$ cat config.mk
export PLATFORM = sky130hd
export DESIGN_NAME = ramq_ctrl
export DESIGN_NICKNAME = d
export VERILOG_FILES = /design/src/rtl/ramq_pkg.sv /design/src/rtl/ramq_arbiter.sv /design/src/rtl/ramq_ptr.sv /design/src/rtl/ramq_occupancy.sv /design/src/rtl/ramq_ctrl.sv
export SDC_FILE = /design/constraint.sdc
export NUM_CORES = 1
export LEC_CHECK = 0
export ABC_CLOCK_PERIOD_IN_PS = 2100
export BUFFER_PORTS_ARGS = -buffer_cell sky130_fd_sc_hd__buf_2
export CORE_MARGIN = 10
export CORE_UTILIZATION = 54
export DETAILED_ROUTE_END_ITERATION = 12
export GPL_ROUTABILITY_DRIVEN = 0
export PLACE_DENSITY_LB_ADDON = 0.05
export RECOVER_POWER = 50
export SYNTH_ARGS = -nofsm -noshare
export SYNTH_HDL_FRONTEND = slang
export SYNTH_SLANG_ARGS = --single-unit
$ cat constraint.sdc
create_clock -name clk -period 2.1 [get_ports clk]
set_input_delay 0.105 -clock clk [delete_from_list [all_inputs] [get_ports clk]]
set_output_delay 0.105 -clock clk [all_outputs]
set_load 0.02 [all_outputs]
$ cat src/rtl/ramq_pkg.sv
package ramq_pkg;
    typedef enum logic [1:0] {
        ST_EMPTY   = 2'd0,
        ST_PARTIAL = 2'd1,
        ST_FULL    = 2'd2
    } occ_state_t;

    typedef enum logic [1:0] {
        OP_IDLE = 2'd0,
        OP_PUSH = 2'd1,
        OP_POP  = 2'd2
    } queue_op_t;
endpackage

$ cat src/rtl/ramq_arbiter.sv
module ramq_arbiter
    import ramq_pkg::*;
(
    input  logic      clk,
    input  logic      rst_n,
    input  logic      push_req,
    input  logic      pop_req,
    input  logic      init_req,
    input  logic      is_full,
    input  logic      is_empty,
    output queue_op_t op,
    output logic      rej_push,
    output logic      rej_pop
);
    // Pop outranks push; clear outranks both.
    always_comb begin
        op = OP_IDLE;
        if (!init_req) begin
            if (pop_req && !is_empty) begin
                op = OP_POP;
            end else if (push_req && !pop_req && !is_full) begin
                op = OP_PUSH;
            end
        end
    end

    always_comb begin
        rej_push = !init_req && push_req && (pop_req || is_full);
        rej_pop  = !init_req && pop_req && is_empty;
    end

    // a write never happens while a pop is requested
    assert_push_yields_R5: assert property (@(posedge clk) disable iff (!rst_n)
        (op == OP_PUSH) |-> !pop_req);
    // no operation while clearing
    assert_init_blocks_ops_R10: assert property (@(posedge clk) disable iff (!rst_n)
        init_req |-> (op == OP_IDLE) && !rej_push && !rej_pop);
endmodule

$ cat src/rtl/ramq_ptr.sv
module ramq_ptr #(
    parameter int ADDR_W = 3
) (
    input  logic              clk,
    input  logic              rst_n,
    input  logic              clr,
    input  logic              step,
    output logic [ADDR_W-1:0] ptr
);
    always_ff @(posedge clk or negedge rst_n) begin
        if (!rst_n) begin
            ptr <= '0;
        end else if (clr) begin
            ptr <= '0;
        end else if (step) begin
            ptr <= ptr + 1'b1;
        end
    end

    // a stepped pointer moves by exactly one, wrapping
    assert_ptr_step_R2: assert property (@(posedge clk) disable iff (!rst_n)
        (step && !clr) |=> (ptr == ADDR_W'($past(ptr) + 1'b1)));
    // an idle pointer holds its value
    assert_ptr_hold_R3: assert property (@(posedge clk) disable iff (!rst_n)
        (!step && !clr) |=> $stable(ptr));
endmodule

$ cat src/rtl/ramq_occupancy.sv
module ramq_occupancy
    import ramq_pkg::*;
#(
    parameter int ADDR_W = 3
) (
    input  logic clk,
    input  logic rst_n,
    input  logic clr,
    input  logic do_push,
    input  logic do_pop,
    input  logic rej_push,
    input  logic rej_pop,
    output logic is_full,
    output logic is_empty,
    output logic push_refused,
    output logic pop_refused
);
    localparam int CW = ADDR_W + 1;
    localparam int DEPTH = 1 << ADDR_W;
    localparam logic [CW-1:0] DEPTH_C = CW'(DEPTH);
    localparam logic [CW-1:0] LAST_C  = CW'(DEPTH - 1);
    localparam logic [CW-1:0] ONE_C   = CW'(1);

    occ_state_t      state_q, state_d;
    logic [CW-1:0]   cnt_q, cnt_d;

    always_comb begin
        cnt_d = cnt_q;
        if (clr) begin
            cnt_d = '0;
        end else if (do_push) begin
            cnt_d = cnt_q + 1'b1;
        end else if (do_pop) begin
            cnt_d = cnt_q - 1'b1;
        end
    end

    // Next-state logic
    always_comb begin
        state_d = state_q;
        unique case (state_q)
            ST_EMPTY: begin
                if (do_push) state_d = ST_PARTIAL;
            end
            ST_PARTIAL: begin
                if (do_push && cnt_q == LAST_C) state_d = ST_FULL;
                else if (do_pop && cnt_q == ONE_C) state_d = ST_EMPTY;
            end
            ST_FULL: begin
                if (do_pop) state_d = ST_PARTIAL;
            end
            default: state_d = ST_EMPTY;
        endcase
        if (clr) state_d = ST_EMPTY;
    end

    // State and count register
    always_ff @(posedge clk or negedge rst_n) begin
        if (!rst_n) begin
            state_q <= ST_EMPTY;
            cnt_q   <= '0;
        end else begin
            state_q <= state_d;
            cnt_q   <= cnt_d;
        end
    end

    // Registered outputs
    always_ff @(posedge clk or negedge rst_n) begin
        if (!rst_n) begin
            push_refused <= 1'b0;
            pop_refused  <= 1'b0;
        end else begin
            push_refused <= rej_push && !clr;
            pop_refused  <= rej_pop && !clr;
        end
    end

    always_comb begin
        is_full  = (state_q == ST_FULL);
        is_empty = (state_q == ST_EMPTY);
    end

    // state agrees with the occupancy count
    assert_state_count_R8: assert property (@(posedge clk) disable iff (!rst_n)
        ((state_q == ST_FULL) == (cnt_q == DEPTH_C)) &&
        ((state_q == ST_EMPTY) == (cnt_q == '0)));
    // count never exceeds the depth
    assert_no_overflow_R8: assert property (@(posedge clk) disable iff (!rst_n)
        cnt_q <= DEPTH_C);
    // clear empties the queue and drops the flags
    assert_init_clears_R1: assert property (@(posedge clk) disable iff (!rst_n)
        clr |=> is_empty && !is_full && !push_refused && !pop_refused);
    // a push refused while full leaves the count alone
    assert_full_hold_R6: assert property (@(posedge clk) disable iff (!rst_n)
        (is_full && !do_pop && !clr) |=> $stable(cnt_q));
endmodule

$ cat src/rtl/ramq_ctrl.sv
module ramq_ctrl
    import ramq_pkg::*;
#(
    parameter int ADDR_W = 3
) (
    input  logic              clk,
    input  logic              rst_n,
    input  logic              push_req,
    input  logic              pop_req,
    input  logic              init_req,
    output logic [ADDR_W-1:0] ram_addr,
    output logic              ram_we,
    output logic              full,
    output logic              empty,
    output logic              push_refused,
    output logic              pop_refused
);
    queue_op_t         op;
    logic              rej_push, rej_pop;
    logic              do_push, do_pop;
    logic [ADDR_W-1:0] wr_ptr, rd_ptr;

    ramq_arbiter u_arb (
        .clk      (clk),
        .rst_n    (rst_n),
        .push_req (push_req),
        .pop_req  (pop_req),
        .init_req (init_req),
        .is_full  (full),
        .is_empty (empty),
        .op       (op),
        .rej_push (rej_push),
        .rej_pop  (rej_pop)
    );

    always_comb begin
        do_push = (op == OP_PUSH);
        do_pop  = (op == OP_POP);
    end

    ramq_ptr #(.ADDR_W(ADDR_W)) u_wr_ptr (
        .clk   (clk),
        .rst_n (rst_n),
        .clr   (init_req),
        .step  (do_push),
        .ptr   (wr_ptr)
    );

    ramq_ptr #(.ADDR_W(ADDR_W)) u_rd_ptr (
        .clk   (clk),
        .rst_n (rst_n),
        .clr   (init_req),
        .step  (do_pop),
        .ptr   (rd_ptr)
    );

    ramq_occupancy #(.ADDR_W(ADDR_W)) u_occ (
        .clk          (clk),
        .rst_n        (rst_n),
        .clr          (init_req),
        .do_push      (do_push),
        .do_pop       (do_pop),
        .rej_push     (rej_push),
        .rej_pop      (rej_pop),
        .is_full      (full),
        .is_empty     (empty),
        .push_refused (push_refused),
        .pop_refused  (pop_refused)
    );

    // Address mux: write pointer only for an accepted push
    always_comb begin
        ram_we   = do_push;
        ram_addr = do_push ? wr_ptr : rd_ptr;
    end

    // no write into a full queue
    assert_we_needs_room_R6: assert property (@(posedge clk) disable iff (!rst_n)
        ram_we |-> !full);
    // full and empty are exclusive
    assert_full_xor_empty_R8: assert property (@(posedge clk) disable iff (!rst_n)
        !(full && empty));
    // collision yields a push refusal next cycle
    assert_collision_flag_R5: assert property (@(posedge clk) disable iff (!rst_n)
        (push_req && pop_req && !init_req) |=> push_refused);
    // pop from empty yields a pop refusal next cycle
    assert_pop_empty_flag_R7: assert property (@(posedge clk) disable iff (!rst_n)
        (pop_req && empty && !init_req) |=> pop_refused);
endmodule

Word level (Yosys, flattened, before mapping)
Index checks and enable logic that the tools add are counted.
{ "op_classes": {"eq_ne": 9, "n_reduce_logical": 21, "n_addsub": 4, "mux": 17} }
{ "op_table": {"columns": ["operator", "n"], "rows": [
  ["two-way mux 3 bit", 5],
  ["two-way mux 2 bit", 7],
  ["two-way mux 4 bit", 3],
  ["logical AND 1 bit", 11],
  ["adder 3 x 1 -> 3 bit, second input constant", 2],
  ["case mux 2 bit (3 select lines)", 1],
  ["adder 4 x 1 -> 4 bit, second input constant", 1],
  ["== test 2 x 1 -> 1 bit, second input constant", 2],
  ["== test 2 bit, second input constant", 2],
  ["== test 4 x 1 -> 1 bit, second input constant", 1],
  ["== test 4 x 3 -> 1 bit, second input constant", 1],
  ["logical NOT 1 bit", 4],
  ["!= test 4 x 2 -> 1 bit, second input constant", 1],
  ["nonzero test 2 bit", 2],
  ["subtractor 4 x 1 -> 4 bit, second input constant", 1],
  ["!= test 3 x 2 -> 1 bit, second input constant", 1],
  ["!= test 3 bit, second input constant", 1],
  ["AND reduction 3 bit", 1],
  ["nonzero test 3 bit", 1],
  ["logical NOT 2 bit", 1],
  ["logical OR 1 bit", 1],
  ["two-way mux 1 bit", 1]
]} }
{ "totals": {"regBits": 14, "in_bits": 5, "out_inout_bits": 8, "word_cells": 57} }

Longest topological paths before layout
{ "depth": {"depth_word": 12, "depth_mapped": 5} }

Modules after synthesis
A second synthesis with hierarchy kept.
{ "hier_totals": {"hier_cells": 79, "hier_area_um2": 859.6} }
{ "modules_own_cells": {"columns": ["mod", "cells_per_inst", "instances", "area_each_um2"], "rows": [
  ["ramq_occupancy", 46, 1, 465.4],
  ["ramq_ptr", 11, 2, 136.4],
  ["ramq_ctrl", 5, 1, 67.6],
  ["ramq_arbiter", 6, 1, 53.8]
]} }

Worst setup path after synthesis
Ideal clock, no wire load.
{ "synth_timing": {"path_type": "reg-to-reg", "start": "register u_occ.state_q[1]", "end": "register u_occ.cnt_q[2]", "path_stages_with_launch": 5, "path_buffers": 0, "path_slack_ns": 0.489, "arrival_time_ns": 1.486, "setup_time_ns": 0.125, "cell_sequence": "dfrtp_1 > nor2_1 > nor2_4 > a22oi_2 > mux2_4"} }
{ "synth_via": {"elab_cells_between_ends": 14, "cone_classes": "3 x eq/ne; 5 x mux; 6 x reduce/logical"} }
{ "synth_lines": {"columns": ["item", "line_no", "rtl"], "rows": [
  ["from (decl)", "ramq_occupancy.sv:24", "occ_state_t state_q, state_d;"],
  ["from (signal assigned)", "ramq_occupancy.sv:63", "state_q <= state_d;"],
  ["logical NOT 2 bit (*)", "ramq_occupancy.sv:81", "is_empty = (state_q == ST_EMPTY);"],
  ["net empty", "ramq_ctrl.sv:14", "output logic empty,"],
  ["logical NOT 1 bit (*)", "ramq_arbiter.sv:19", "if (pop_req && !is_empty) begin"],
  ["logical AND 1 bit (*)", "ramq_arbiter.sv:19", null],
  ["two-way mux 2 bit (*)", "ramq_arbiter.sv:19", null],
  ["two-way mux 2 bit (*)", "ramq_arbiter.sv:18", "if (!init_req) begin"],
  ["== test 2 x 1 -> 1 bit", "ramq_ctrl.sv:37", "do_push = (op == OP_PUSH);"],
  ["two-way mux 4 bit", "ramq_occupancy.sv:31", "end else if (do_push) begin"],
  ["two-way mux 4 bit", "ramq_occupancy.sv:29", "if (clr) begin"],
  ["to (signal assigned)", "ramq_occupancy.sv:64", "cnt_q <= cnt_d;"],
  ["to (decl)", "ramq_occupancy.sv:25", "logic [CW-1:0] cnt_q, cnt_d;"]
]} }
The timed path passes the listed nets; every way through them passes the cells marked *.
A chain may end at the register's enable or synchronous reset.

Worst setup path after layout
{ "layout_timing": {"start": "register u_occ.state_q[0]", "end": "output ram_addr[2]"} }
{ "layout_via": {"elab_chain_cells": 8, "elab_cells_between_ends": 11, "cone_classes": "2 x eq/ne; 4 x mux; 5 x reduce/logical"} }
{ "layout_lines": {"columns": ["item", "line_no", "rtl"], "rows": [
  ["== test 2 bit", "ramq_occupancy.sv:80", "is_full = (state_q == ST_FULL);"],
  ["logical NOT 1 bit", "ramq_arbiter.sv:21", "end else if (push_req && !pop_req && !is_full) begin"],
  ["logical AND 1 bit", "ramq_arbiter.sv:21", null],
  ["two-way mux 1 bit", "ramq_arbiter.sv:21", null],
  ["two-way mux 2 bit (*)", "ramq_arbiter.sv:19", null],
  ["two-way mux 2 bit (*)", "ramq_arbiter.sv:18", null],
  ["== test 2 x 1 -> 1 bit (*)", "ramq_ctrl.sv:37", null],
  ["two-way mux 3 bit (*)", "ramq_ctrl.sv:74", "ram_addr = do_push ? wr_ptr : rd_ptr;"],
  ["to (decl)", "ramq_ctrl.sv:11", "output logic [ADDR_W-1:0] ram_addr,"]
]} }
Mark *: on every way between the ends. The rest lies on a longest branch, timed or not.

==> results_dict.tcl <==
set metrics [dict create \
    status "finished clean" \
    netlist_instances 85 \
    grt.met3_usage_pct 3.65 \
    grtUsageMet2_pct 16.5 \
    drv_slew 0 \
    diodes 0 \
    synth_seq_cells 14 \
    peakVddDrop_mv 0.528 \
    htreeDepth 1 \
    routed_wirelength_um 1630 \
    layout_commonest_cell "dfrtp_1" \
    initial_utilization_pct 56.0 \
    start_kind "register" \
    synth_area_per_cell_sq_um 9.80 \
    io_buffers 12 \
    leakagePower_uw 0.000461 \
    r2r-end "u_occ.cnt_q[2]" \
    die-area_sq_um 3510 \
    worst_pin_slew_ns 0.753 \
    p_per_area_nw_per_um2 576 \
    ys_async_sr_fraction_pct 100 \
    hp-start "push_req" \
    hold_depth 2 \
    fin_crit_sh_pct 74.9 \
    tritoncts "yes" \
    ys.flop_type "dfrtp_1" \
    skew_ns 0.00265 \
    path_max_fanout 10 \
    holdWs_ns 0.141 \
    grt_pass1_wl_um 2940 \
    r2r_cells 5 \
    worstPathRequired_ns 2.00 \
    ys_seq_area_share_pct 42.0 \
    layout.nets 112 \
    worstPathArrival_ns 1.47 \
    core-area_sq_um 1490 \
    whs_endpoint "u_occ.push_refused" \
    r2r_start "u_occ.state_q[0]" \
    final_antenna_net_count 0 \
    rsz0062_at_grt "false" \
    layout-drive-gt1-share_pct 22.0 \
    fillers 150 \
    holdBufCountCts 1 \
    drt_iter0_markers 13 \
    regArea_sq_um 350 \
    critical_path_class "register to primary output" \
    multi_input_area_sq_um 455 \
    post_cts_resized 0 \
    hpwl_um 1240 \
    grt_util_all_layers_pct 11.0 \
    routed-via-count 631 \
    final_hold_viol_count 0 \
    drv_cap 0 \
    wl_per_cell_um 14.0 \
    r2r_setup_slack_ns 0.54 \
    numCtsBuffers 3 \
    cts.sinks 14 \
    die_w_um 59.3 \
    finalSetupTns_ns 0 \
    syn2layout_area_growth_pct 12.6 \
    fmax_ghz 0.636 \
    cts.clk_slew.worst_paths_ns 0.08 \
    synthesis.area_sq_um 833 \
    grt_overflow_total 0 \
    root_buffer "clkbuf_4" \
    finalSetupViolCount 0 \
    synth-edff-count 0 \
    yosysUniqueCellTypes 31 \
    final_cell_mix "14 x dfrtp_1, 12 x nand2_1, 9 x nor2_1, 9 x buf_2" \
    io_pins 13 \
    syn-num-nets 95 \
    fp.dieH_um 59.3 \
    layout_min_cycle_time_ns 1.57 \
    viasPerCell 5.44 \
    insertion_delay_ns 0.28 \
    floorplan.rows 14 \
    grt_pass1_vias 630 \
    grt_max_degree 17 \
    cp-end-kind "primary output" \
    yosys_warnings 0 \
    busiest_layer "met2" \
    drc_errors 0 \
    maxSlewHeadroom_pct 49.8 \
    cts_buffer_depth 2 \
    hold_path.class "input pin to register" \
    drt-pass1-iter-count 4 \
    antenna_found_initial 0 \
    met1_usage_pct 12.8 \
    cts_setup_buffers 0 \
]
==> cell usage after synthesis (3+ instances only) <==
cell type,n,area [sq um]
inv_1,4,15.0
nand2_1,12,45.0
nor3b_1,3,22.5
nor3_1,5,25.0
ha_1,5,62.6
o21ai_0,3,15.0
dfrtp_1,14,350
nor2_1,9,33.8
==> metal layers <==
layer  vias up  share of wire (%)
met5         -                  0
met4         0                3.1
met3         4                6.6
met2        11                 47
met1       289                 44
li1        327                  -
==> power by group <==
group	switching, uW	total (uW)	internal, uW
Clock	81.8	148	66.5
Combinational	55.6	93.5	37.8
Sequential	15.9	298	282
==> final cells by class <==
cell class / count / share of cell area, %
Tap cell: 16 / 2.13
Multi-Input combinational cell: 65 / 48.5
Inverter: 5 / 2.53
Timing Repair Buffer: 13 / 7.07
Clock buffer: 3 / 2.40
Sequential cell: 14 / 37.3
==> through the flow <==
step | setup WS, ns | total power (uW) | std cells | instance area [sq um] | utilization (%)
2_1_floorplan | 0.489 | 365 | 85 | 833 | -
3_3_place_gp | 0.559 | 397 | 112 | 910 | 61.1
3_5_place_dp | 0.533 | 399 | 112 | 910 | 61.1
4_1_cts | 0.513 | 547 | 116 | 942 | 63.3
5_1_grt | 0.368 | 569 | 116 | 938 | 63.0
6_report | 0.528 | 540 | 116 | 938 | 63.0
==> state kept, by name (all words and copies together), names as in the netlist <==
signal	cells
u_occ.cnt_q	4
u_occ.push_refused	1
u_wr_ptr.ptr	3
u_occ.state_q	2
u_rd_ptr.ptr	3
u_occ.pop_refused	1
==> how the worst max path moves through the flow <==
stage	from	to	slack, ns	cells past startpoint
floorplan	u_occ.state_q[1]	u_occ.cnt_q[2]	0.49	4
global placement	u_occ.state_q[0]	u_occ.cnt_q[2]	0.56	5
detailed placement	u_occ.state_q[0]	u_occ.cnt_q[2]	0.53	5
CTS	u_occ.state_q[0]	ram_addr[0]	0.51	6
global route	u_occ.state_q[0]	ram_addr[2]	0.37	6
finish	u_occ.state_q[0]	ram_addr[2]	0.53	6
==> critical path: stages (launching register included) <==
cell	delay [ns]
dfrtp_1	0.45
nand2b_2	0.21
nand3_4	0.14
inv_6	0.13
nand2_1	0.06
nand2_1	0.05
buf_2	0.15
==> logic make-up after synthesis <==
| kind of cell | after synthesis | share of synthesized area [%] |
|---|---|---|
| AO/OA/AOI/OAI | 11 | 11.0 |
| multiplexers | 2 | 3.60 |
| AND/OR/NAND/NOR | 43 | 28.4 |
| adder cells (fa/ha/maj) | 5 | 7.51 |
| buffers and inverters | 6 | 3.30 |
| XOR/XNOR | 4 | 4.20 |
| flip-flops | 14 | 42.0 |
(Power assumes the default switching activity.)
